<file path="config.mk">
export PLATFORM = sky130hd
export DESIGN_NAME = int_pow_unit
export DESIGN_NICKNAME = d
export VERILOG_FILES = /design/src/rtl/pow_pkg.sv /design/src/rtl/pow_classify.sv /design/src/rtl/pow_step.sv /design/src/rtl/int_pow_unit.sv
export SDC_FILE = /design/constraint.sdc
export NUM_CORES = 1
export LEC_CHECK = 0
export ABC_CLOCK_PERIOD_IN_PS = 8000
export CELL_PAD_IN_SITES_DETAIL_PLACEMENT = 0
export CELL_PAD_IN_SITES_GLOBAL_PLACEMENT = 2
export CORE_MARGIN = 10
export CORE_UTILIZATION = 37
export CTS_CLUSTER_SIZE = 20
export DETAILED_ROUTE_END_ITERATION = 8
export PLACE_DENSITY = 0.79
export SYNTH_ARGS = -nofsm -noshare
export SYNTH_HDL_FRONTEND = slang
export SYNTH_HIERARCHICAL = 1
export SYNTH_SLANG_ARGS = --single-unit
</file>
<file path="constraint.sdc">
create_clock -name clk_i -period 8 [get_ports clk_i]
set_input_delay 0.8 -clock clk_i [delete_from_list [all_inputs] [get_ports clk_i]]
set_output_delay 0.8 -clock clk_i [all_outputs]
set_load 0.1 [all_outputs]
</file>
<file path="src/rtl/pow_pkg.sv">
package pow_pkg;
  typedef enum logic {
    ST_IDLE = 1'b0,
    ST_RUN  = 1'b1
  } pow_state_e;
endpackage

</file>
<file path="src/rtl/pow_classify.sv">
module pow_classify #(
  parameter int N_BITS = 8,
  parameter int E_BITS = 8
) (
  input  logic [N_BITS-1:0] base_i,
  input  logic [E_BITS-1:0] exp_i,
  input  logic              base_signed_i,
  input  logic              exp_signed_i,
  output logic              special_o,
  output logic [N_BITS-1:0] sp_result_o,
  output logic              sp_undef_o
);
  localparam logic [N_BITS-1:0] ONE = N_BITS'(1);

  logic exp_zero, exp_neg, base_zero, base_one, base_neg_one;

  assign exp_zero     = (exp_i == '0);
  assign exp_neg      = exp_signed_i & exp_i[E_BITS-1];
  assign base_zero    = (base_i == '0);
  assign base_one     = (base_i == ONE);
  assign base_neg_one = base_signed_i & (&base_i);

  always_comb begin
    special_o   = 1'b1;
    sp_result_o = '0;
    sp_undef_o  = 1'b0;
    if (exp_zero) begin
      sp_result_o = ONE;
    end else if (exp_neg) begin
      if (base_zero)         sp_undef_o  = 1'b1;
      else if (base_one)     sp_result_o = ONE;
      else if (base_neg_one) sp_result_o = exp_i[0] ? '1 : ONE;
    end else if (!base_zero) begin
      special_o = 1'b0;
    end
  end
endmodule

</file>
<file path="src/rtl/pow_step.sv">
module pow_step #(
  parameter int N_BITS = 8,
  parameter int E_BITS = 8
) (
  input  logic [N_BITS-1:0] acc_i,
  input  logic [N_BITS-1:0] sq_i,
  input  logic [E_BITS-1:0] exp_i,
  output logic [N_BITS-1:0] acc_o,
  output logic [N_BITS-1:0] sq_o,
  output logic [E_BITS-1:0] exp_o,
  output logic              last_o
);
  logic [N_BITS-1:0] mul_acc, mul_sq;

  // low half of the product only: modulo 2^N is all that is kept
  assign mul_acc = acc_i * sq_i;
  assign mul_sq  = sq_i * sq_i;
  assign acc_o   = exp_i[0] ? mul_acc : acc_i;
  assign sq_o    = mul_sq;
  assign exp_o   = exp_i >> 1;
  assign last_o  = (exp_o == '0);
endmodule

</file>
<file path="src/rtl/int_pow_unit.sv">
module int_pow_unit #(
  parameter int N_BITS = 8,
  parameter int E_BITS = 8
) (
  input  logic              clk_i,
  input  logic              rst_ni,
  input  logic              start_i,
  input  logic [N_BITS-1:0] base_i,
  input  logic [E_BITS-1:0] exp_i,
  input  logic              base_signed_i,
  input  logic              exp_signed_i,
  output logic              busy_o,
  output logic              done_o,
  output logic [N_BITS-1:0] result_o,
  output logic              undef_o
);
  import pow_pkg::*;

  pow_state_e        state_q;
  logic [N_BITS-1:0] acc_q, sq_q, result_q;
  logic [E_BITS-1:0] exp_q;
  logic              done_q, undef_q;

  logic              special;
  logic [N_BITS-1:0] sp_result;
  logic              sp_undef;
  logic [N_BITS-1:0] acc_nxt, sq_nxt;
  logic [E_BITS-1:0] exp_nxt;
  logic              last;

  pow_classify #(.N_BITS(N_BITS), .E_BITS(E_BITS)) u_classify (
    .base_i       (base_i),
    .exp_i        (exp_i),
    .base_signed_i(base_signed_i),
    .exp_signed_i (exp_signed_i),
    .special_o    (special),
    .sp_result_o  (sp_result),
    .sp_undef_o   (sp_undef)
  );

  pow_step #(.N_BITS(N_BITS), .E_BITS(E_BITS)) u_step (
    .acc_i (acc_q),
    .sq_i  (sq_q),
    .exp_i (exp_q),
    .acc_o (acc_nxt),
    .sq_o  (sq_nxt),
    .exp_o (exp_nxt),
    .last_o(last)
  );

  always_ff @(posedge clk_i or negedge rst_ni) begin
    if (!rst_ni) begin
      state_q  <= ST_IDLE;
      acc_q    <= '0;
      sq_q     <= '0;
      exp_q    <= '0;
      result_q <= '0;
      done_q   <= 1'b0;
      undef_q  <= 1'b0;
    end else begin
      done_q <= 1'b0;
      unique case (state_q)
        ST_IDLE: begin
          if (start_i) begin
            if (special) begin
              result_q <= sp_result;
              undef_q  <= sp_undef;
              done_q   <= 1'b1;
            end else begin
              acc_q   <= N_BITS'(1);
              sq_q    <= base_i;
              exp_q   <= exp_i;
              undef_q <= 1'b0;
              state_q <= ST_RUN;
            end
          end
        end
        ST_RUN: begin
          acc_q <= acc_nxt;
          sq_q  <= sq_nxt;
          exp_q <= exp_nxt;
          if (last) begin
            result_q <= acc_nxt;
            done_q   <= 1'b1;
            state_q  <= ST_IDLE;
          end
        end
        default: state_q <= ST_IDLE;
      endcase
    end
  end

  assign busy_o   = (state_q == ST_RUN);
  assign done_o   = done_q;
  assign result_o = result_q;
  assign undef_o  = undef_q;
endmodule

</file>
==> results_dict.tcl, run 1 <==
set metrics [dict create \
    status "complete, no violations" \
    clock_path_buffers 2 \
    grt_max_degree 38 \
    path_clk_slew_ns 0.07 \
    startpoint_type "flip-flop" \
    die-area_mm2 0.01361 \
    drt-initial-drc-count 63 \
    syn2layout_area_growth_pct 9.631 \
    cp.required_ns 8.17 \
    clk_latency_ns 0.28 \
    worstReg2RegStart "sq_q[2]" \
    fin_skew_ns 0.006988 \
    hp-class "reg2reg" \
    worstHoldPathCells 2 \
    synth.area.top_cells "dfrtp_1 (25%), fa_1 (12%), ha_1 (10%)" \
    synth_edf_count 0 \
    maxSlewViolCount 0 \
    rr_worst_depth 13 \
    path_max_fanout 12 \
    cp-end-kind "flip-flop" \
    wirelength_um 7073 \
    yosys_warnings 6 \
    postLayoutCoreUtil_pct 41.39 \
    cts_root_buf "clkbuf_8" \
    synth_top_cell_by_area "dfrtp_1" \
    synthTopCellsByCount "inv_1 (41), dfrtp_1 (35), ha_1 (28), nand2_1 (28), and2_1 (26)" \
    holdCritStartpoint "undef_o" \
    diodes 0 \
    route.detailed.drc 0 \
    critPathArrivalTime_ns 4.51 \
    track_usage_pct 11.01 \
    syn_inst 336 \
    ys.flop_type "dfrtp_1" \
    relSlewSlack_pct 33.81 \
    postSynthRegisterBits 35 \
    cts_resized 0 \
    fin_crit_ns 4.337 \
    fp.dieH_um 116.6 \
    grt_overflow 0 \
    dp_hpwl_um 5402 \
    yosysSeqAreaShare_pct 25.34 \
    cap_violations 0 \
    num-fill-cells 915 \
    wl_per_cell_um 15.28 \
    fmax_mhz 230.6 \
    async_flop_share_pct 100.0 \
    ios 32 \
    cts_sinks 35 \
    num_vias 2270 \
    cts_max_level 2 \
    place.gp.congestion 0.7680 \
    cp-startpoint "sq_q[2]" \
    crit_type "reg2reg" \
    cts_tree "built" \
    core_area_mm2 0.009153 \
    yosysMostFrequentCell "inv_1" \
    cts-buffers-inserted 5 \
    port_buffers 31 \
    fin_nets 421 \
    setup_viol 0 \
    grt_setup_unrepaired "false" \
    die_x_um 116.6 \
    tns_ns 0 \
    synth.avg_cell_area_um2 10.29 \
    finalCritPeriodShare_pct 54.22 \
    hold_buffers 0 \
    hold_viol 0 \
    grt_pass1_vias 2461 \
    syn-cell-area_mm2 0.003456 \
    synth_cell_type_count 38 \
    cts_setup_buffers 0 \
    dr.pass1.iters 4 \
    ant_nets 0 \
    num_rows 35 \
    start_util_pct 37.76 \
    antenna_found_initial 0 \
    netlist.area_leader.share_pct 25.34 \
    worst_pin_slew_ns 0.9897 \
    final_layout_size_suffix_gt1_share_pct 14.49 \
    grt_pass1_wl_um 12020 \
    viasPerCell 4.903 \
]
[area by class of cell]
cell class | instances | area [um2] | share of cell area, %
Clock buffer | 7 | 76.32 | 2.015
Clock inverter | 1 | 5.005 | 0.1321
Inverter | 42 | 157.7 | 4.161
Multi-Input combinational cell | 234 | 2215 | 58.45
Sequential cell | 35 | 875.8 | 23.12
Tap cell | 111 | 138.9 | 3.666
Timing Repair Buffer | 33 | 320.3 | 8.454
[path summary, 6_finish.rpt]
kind	slack (ns)	end
worst min-delay path	0.49	undef_o
max in group asynchronous	6.88	sq_q[1]
worst min register to register	0.49	undef_o
min in group asynchronous	0.59	acc_q[4]
worst max-delay path	3.66	acc_q[7]
worst max register to register	3.66	acc_q[7]
[logic make-up after synthesis]
logic type	Yosys count	synth area share, %
xor gates and xnor gates	22	6.770
DFF	35	25.34
adders and majority gates	49	22.30
and+or+nand+nor	74	11.33
muxes	38	14.55
buffers and inverters	70	10.90
other	1	0.1085
AOI/OAI and AO/OA	47	8.689
[flip-flops by register name, indices dropped and copies added (netlist names)]
name / cells
acc_q: 8
exp_q: 8
result_o: 8
sq_q: 8
busy_o: 1
done_o: 1
undef_o: 1
[cell usage in the layout (no fill, tap or decap), drive strengths merged, types with 3 or more instances in the layout]
cell / n
nor4: 4
conb: 4
a22o: 7
nor3: 3
o22ai: 8
inv: 42
a21oi: 24
and2: 26
mux2: 38
clkdlybuf4s50: 30
xor2: 3
clkbuf: 7
buf: 3
xnor2: 16
fa: 21
ha: 28
a21o: 4
nand2: 28
dfrtp: 35
nor2: 3
xnor3: 3
[through the flow]
stage                     instances  cell area [um2]  worst slack (ns)  hold WS, ns
after floorplan                 339             3467             3.755       0.4813
after global placement          455             3707             3.697       0.4760
after detailed placement        455             3707             3.648       0.4769
after CTS                       463             3789             3.629       0.4991
after global routing            463             3789             3.423       0.5406
final                           463             3789             3.663       0.4891
[layer usage]
metal  share of wire [%]  vias up  GRT usage, %
met4                0.89        0         2.718
met5                   0        -             0
met2                  49       25         19.49
met1                  48     1111         13.69
met3                 2.0        5         1.592
li1                    -     1129             -
[worst max-delay path, stage by stage (launching register included)]
cell     delay, ns
dfrtp_1       0.57
nand2_1       0.12
fa_1          0.41
fa_1          0.54
inv_1         0.05
fa_1          0.47
inv_1         0.05
fa_1          0.42
xor2_1        0.18
xnor3_1       0.32
xnor3_1       0.38
xnor3_1       0.21
mux2_4        0.27
a22o_1        0.24
Power of run 1 is not shown: default switching activity piles up to over one toggle a cycle in this logic, so the estimate is an artifact.
==> run 2, diff against run 1 <==
--- a/config.mk
+++ b/config.mk
@@ -5,7 +5,7 @@
 export SDC_FILE = /design/constraint.sdc
 export NUM_CORES = 1
 export LEC_CHECK = 0
-export ABC_CLOCK_PERIOD_IN_PS = 8000
+export ABC_CLOCK_PERIOD_IN_PS = 4500
 export CELL_PAD_IN_SITES_DETAIL_PLACEMENT = 0
 export CELL_PAD_IN_SITES_GLOBAL_PLACEMENT = 2
 export CORE_MARGIN = 10
==> constraint.sdc (replaced) <==
create_clock -name clk_i -period 4.5 [get_ports clk_i]
set_input_delay 0.45 -clock clk_i [delete_from_list [all_inputs] [get_ports clk_i]]
set_output_delay 0.45 -clock clk_i [all_outputs]
set_load 0.1 [all_outputs]
==> run 2 against run 1 <==
Sequential cell count stayed put. Critical path type unchanged. Final area is 1.7% higher. Clock skew is 0.0028 ns lower. Global-route usage is 0.46 points higher. Routed wire length is 2.8% higher. Highest routed layer unchanged. Largest cell class unchanged. Worst hold slack worse by 0.24 ns.
==> results_dict.tcl, run 2 (synthesis gave the netlist of run 1 again) <==
set metrics [dict create \
    final_cell_mix "inv_1 (41), dfrtp_1 (35), clkdlybuf4s50_1 (30)" \
    drt-initial-drc-count 84 \
    num_rows 35 \
    grt_max_degree 38 \
    crit_slowest_cell "fa_1" \
    place.gp.congestion 0.7932 \
    tns_ns 0 \
    regToRegSetupSlack_ns 0.19 \
    dr.pass1.iters 4 \
    worst_pin_slew_ns 0.9779 \
    crit_type "reg2reg" \
    cp.required_ns 4.66 \
    die_x_um 116.6 \
    num_vias 2305 \
    cp-startpoint "acc_q[1]" \
    antenna_found_initial 0 \
    die-area_mm2 0.01361 \
    grt_overflow 0 \
    cp-end-kind "flip-flop" \
    cts_resized 0 \
    status "complete, no violations" \
    syn2layout_area_growth_pct 11.48 \
    grt_setup_unrepaired "false" \
    relSlewSlack_pct 34.61 \
    grt_pass1_wl_um 12500 \
    fp.dieH_um 116.6 \
    startpoint_type "flip-flop" \
    clock_path_buffers 2 \
    clk_latency_ns 0.29 \
    hold_buffers 0 \
    grt_pass1_vias 2527 \
    track_usage_pct 11.47 \
    critPathArrivalTime_ns 4.46 \
    wl_per_cell_um 15.50 \
    setup_viol 0 \
    cts_max_level 2 \
    cts_tree "built" \
    cts-buffers-inserted 5 \
    ant_nets 0 \
    path_cells "nand2_1 -> fa_1 -> fa_1 -> inv_1 -> fa_1 -> inv_1 -> fa_1 -> xor2_1 -> xnor3_1 -> xnor3_1 -> xnor3_1 -> mux2_4 -> o22ai_1 -> a21oi_1" \
    fmax_mhz 232.2 \
    wirelength_um 7269 \
    cts_sinks 35 \
    fin_skew_ns 0.004173 \
    postLayoutCoreUtil_pct 42.09 \
    fin_crit_ns 4.306 \
    dp.cells 461 \
    viasPerCell 4.915 \
    dp_hpwl_um 5606 \
    path_clk_slew_ns 0.07 \
    mostFrequentLayoutCell "inv_1" \
    finalNonFillerCells 469 \
    cpMostUsedCell "fa_1" \
    diodes 0 \
    start_util_pct 37.76 \
    cap_violations 0 \
    maxSlewViolCount 0 \
    worstReg2RegStart "acc_q[1]" \
    finalCritPeriodShare_pct 95.69 \
    core_area_mm2 0.009153 \
    ios 32 \
    cpPeakStageDelay_ns 0.55 \
    cts_root_buf "clkbuf_8" \
    hold_viol 0 \
    fin_nets 427 \
    port_buffers 31 \
    route.detailed.drc 0 \
    hp-class "in2async" \
    cts_setup_buffers 0 \
    path_max_fanout 9 \
    final_layout_size_suffix_gt1_share_pct 16.20 \
]
## run 2: cell count changes in the layout (fill, tap and decap cells not counted)
cell and delta:
clkbuf_8 +2, buf_4 +6, clkinv_2 -1, clkbuf_1 -1
## run 2: per-layer routing
metal	track usage [%]	share of wire, %
met3	1.695	2.0
met1	14.38	47
met2	19.98	50
met5	0	0
met4	3.213	1.1
## run 2: worst paths after layout
path                               endpoint  cells after the start
worst min-delay path               acc_q[3]                      1
min in group clk_i                  undef_o                      2
worst max-delay path            result_o[7]                     14
worst min register to register      undef_o                      2
worst max register to register  result_o[7]                     14
max in group asynchronous          exp_q[4]                      1
## run 2: layout make-up
type                    instances  area (um2)
flip-flops and latches         35       875.8
well taps                     111       138.9
multi-input cells             234        2215
clock buffers                   8       100.1
fillers                       887        5300
repair buffers                 39       365.4
inverters                      42       157.7
## run 2: metrics by stage
step           setup WS (ns)  hold WS, ns  instance area (um2)
6_report              0.1937       0.2530                 3852
5_1_grt             0.005210       0.3165                 3852
4_1_cts               0.1832       0.2795                 3852
3_5_place_dp          0.2018       0.4756                 3752
3_3_place_gp          0.2657       0.4764                 3752
2_1_floorplan         0.2548       0.1544                 3467
## run 2: worst max-delay path: cells and delay by family, from the launching register on
kind / cells / cell delay (ns)
and+or+nand+nor: 1 / 0.11
muxes: 1 / 0.27
DFF: 1 / 0.46
xor gates and xnor gates: 4 / 1.10
buffers and inverters: 2 / 0.10
adders and majority gates: 4 / 1.90
AOI/OAI and AO/OA: 2 / 0.22
Power of run 2 is left out for the same reason.
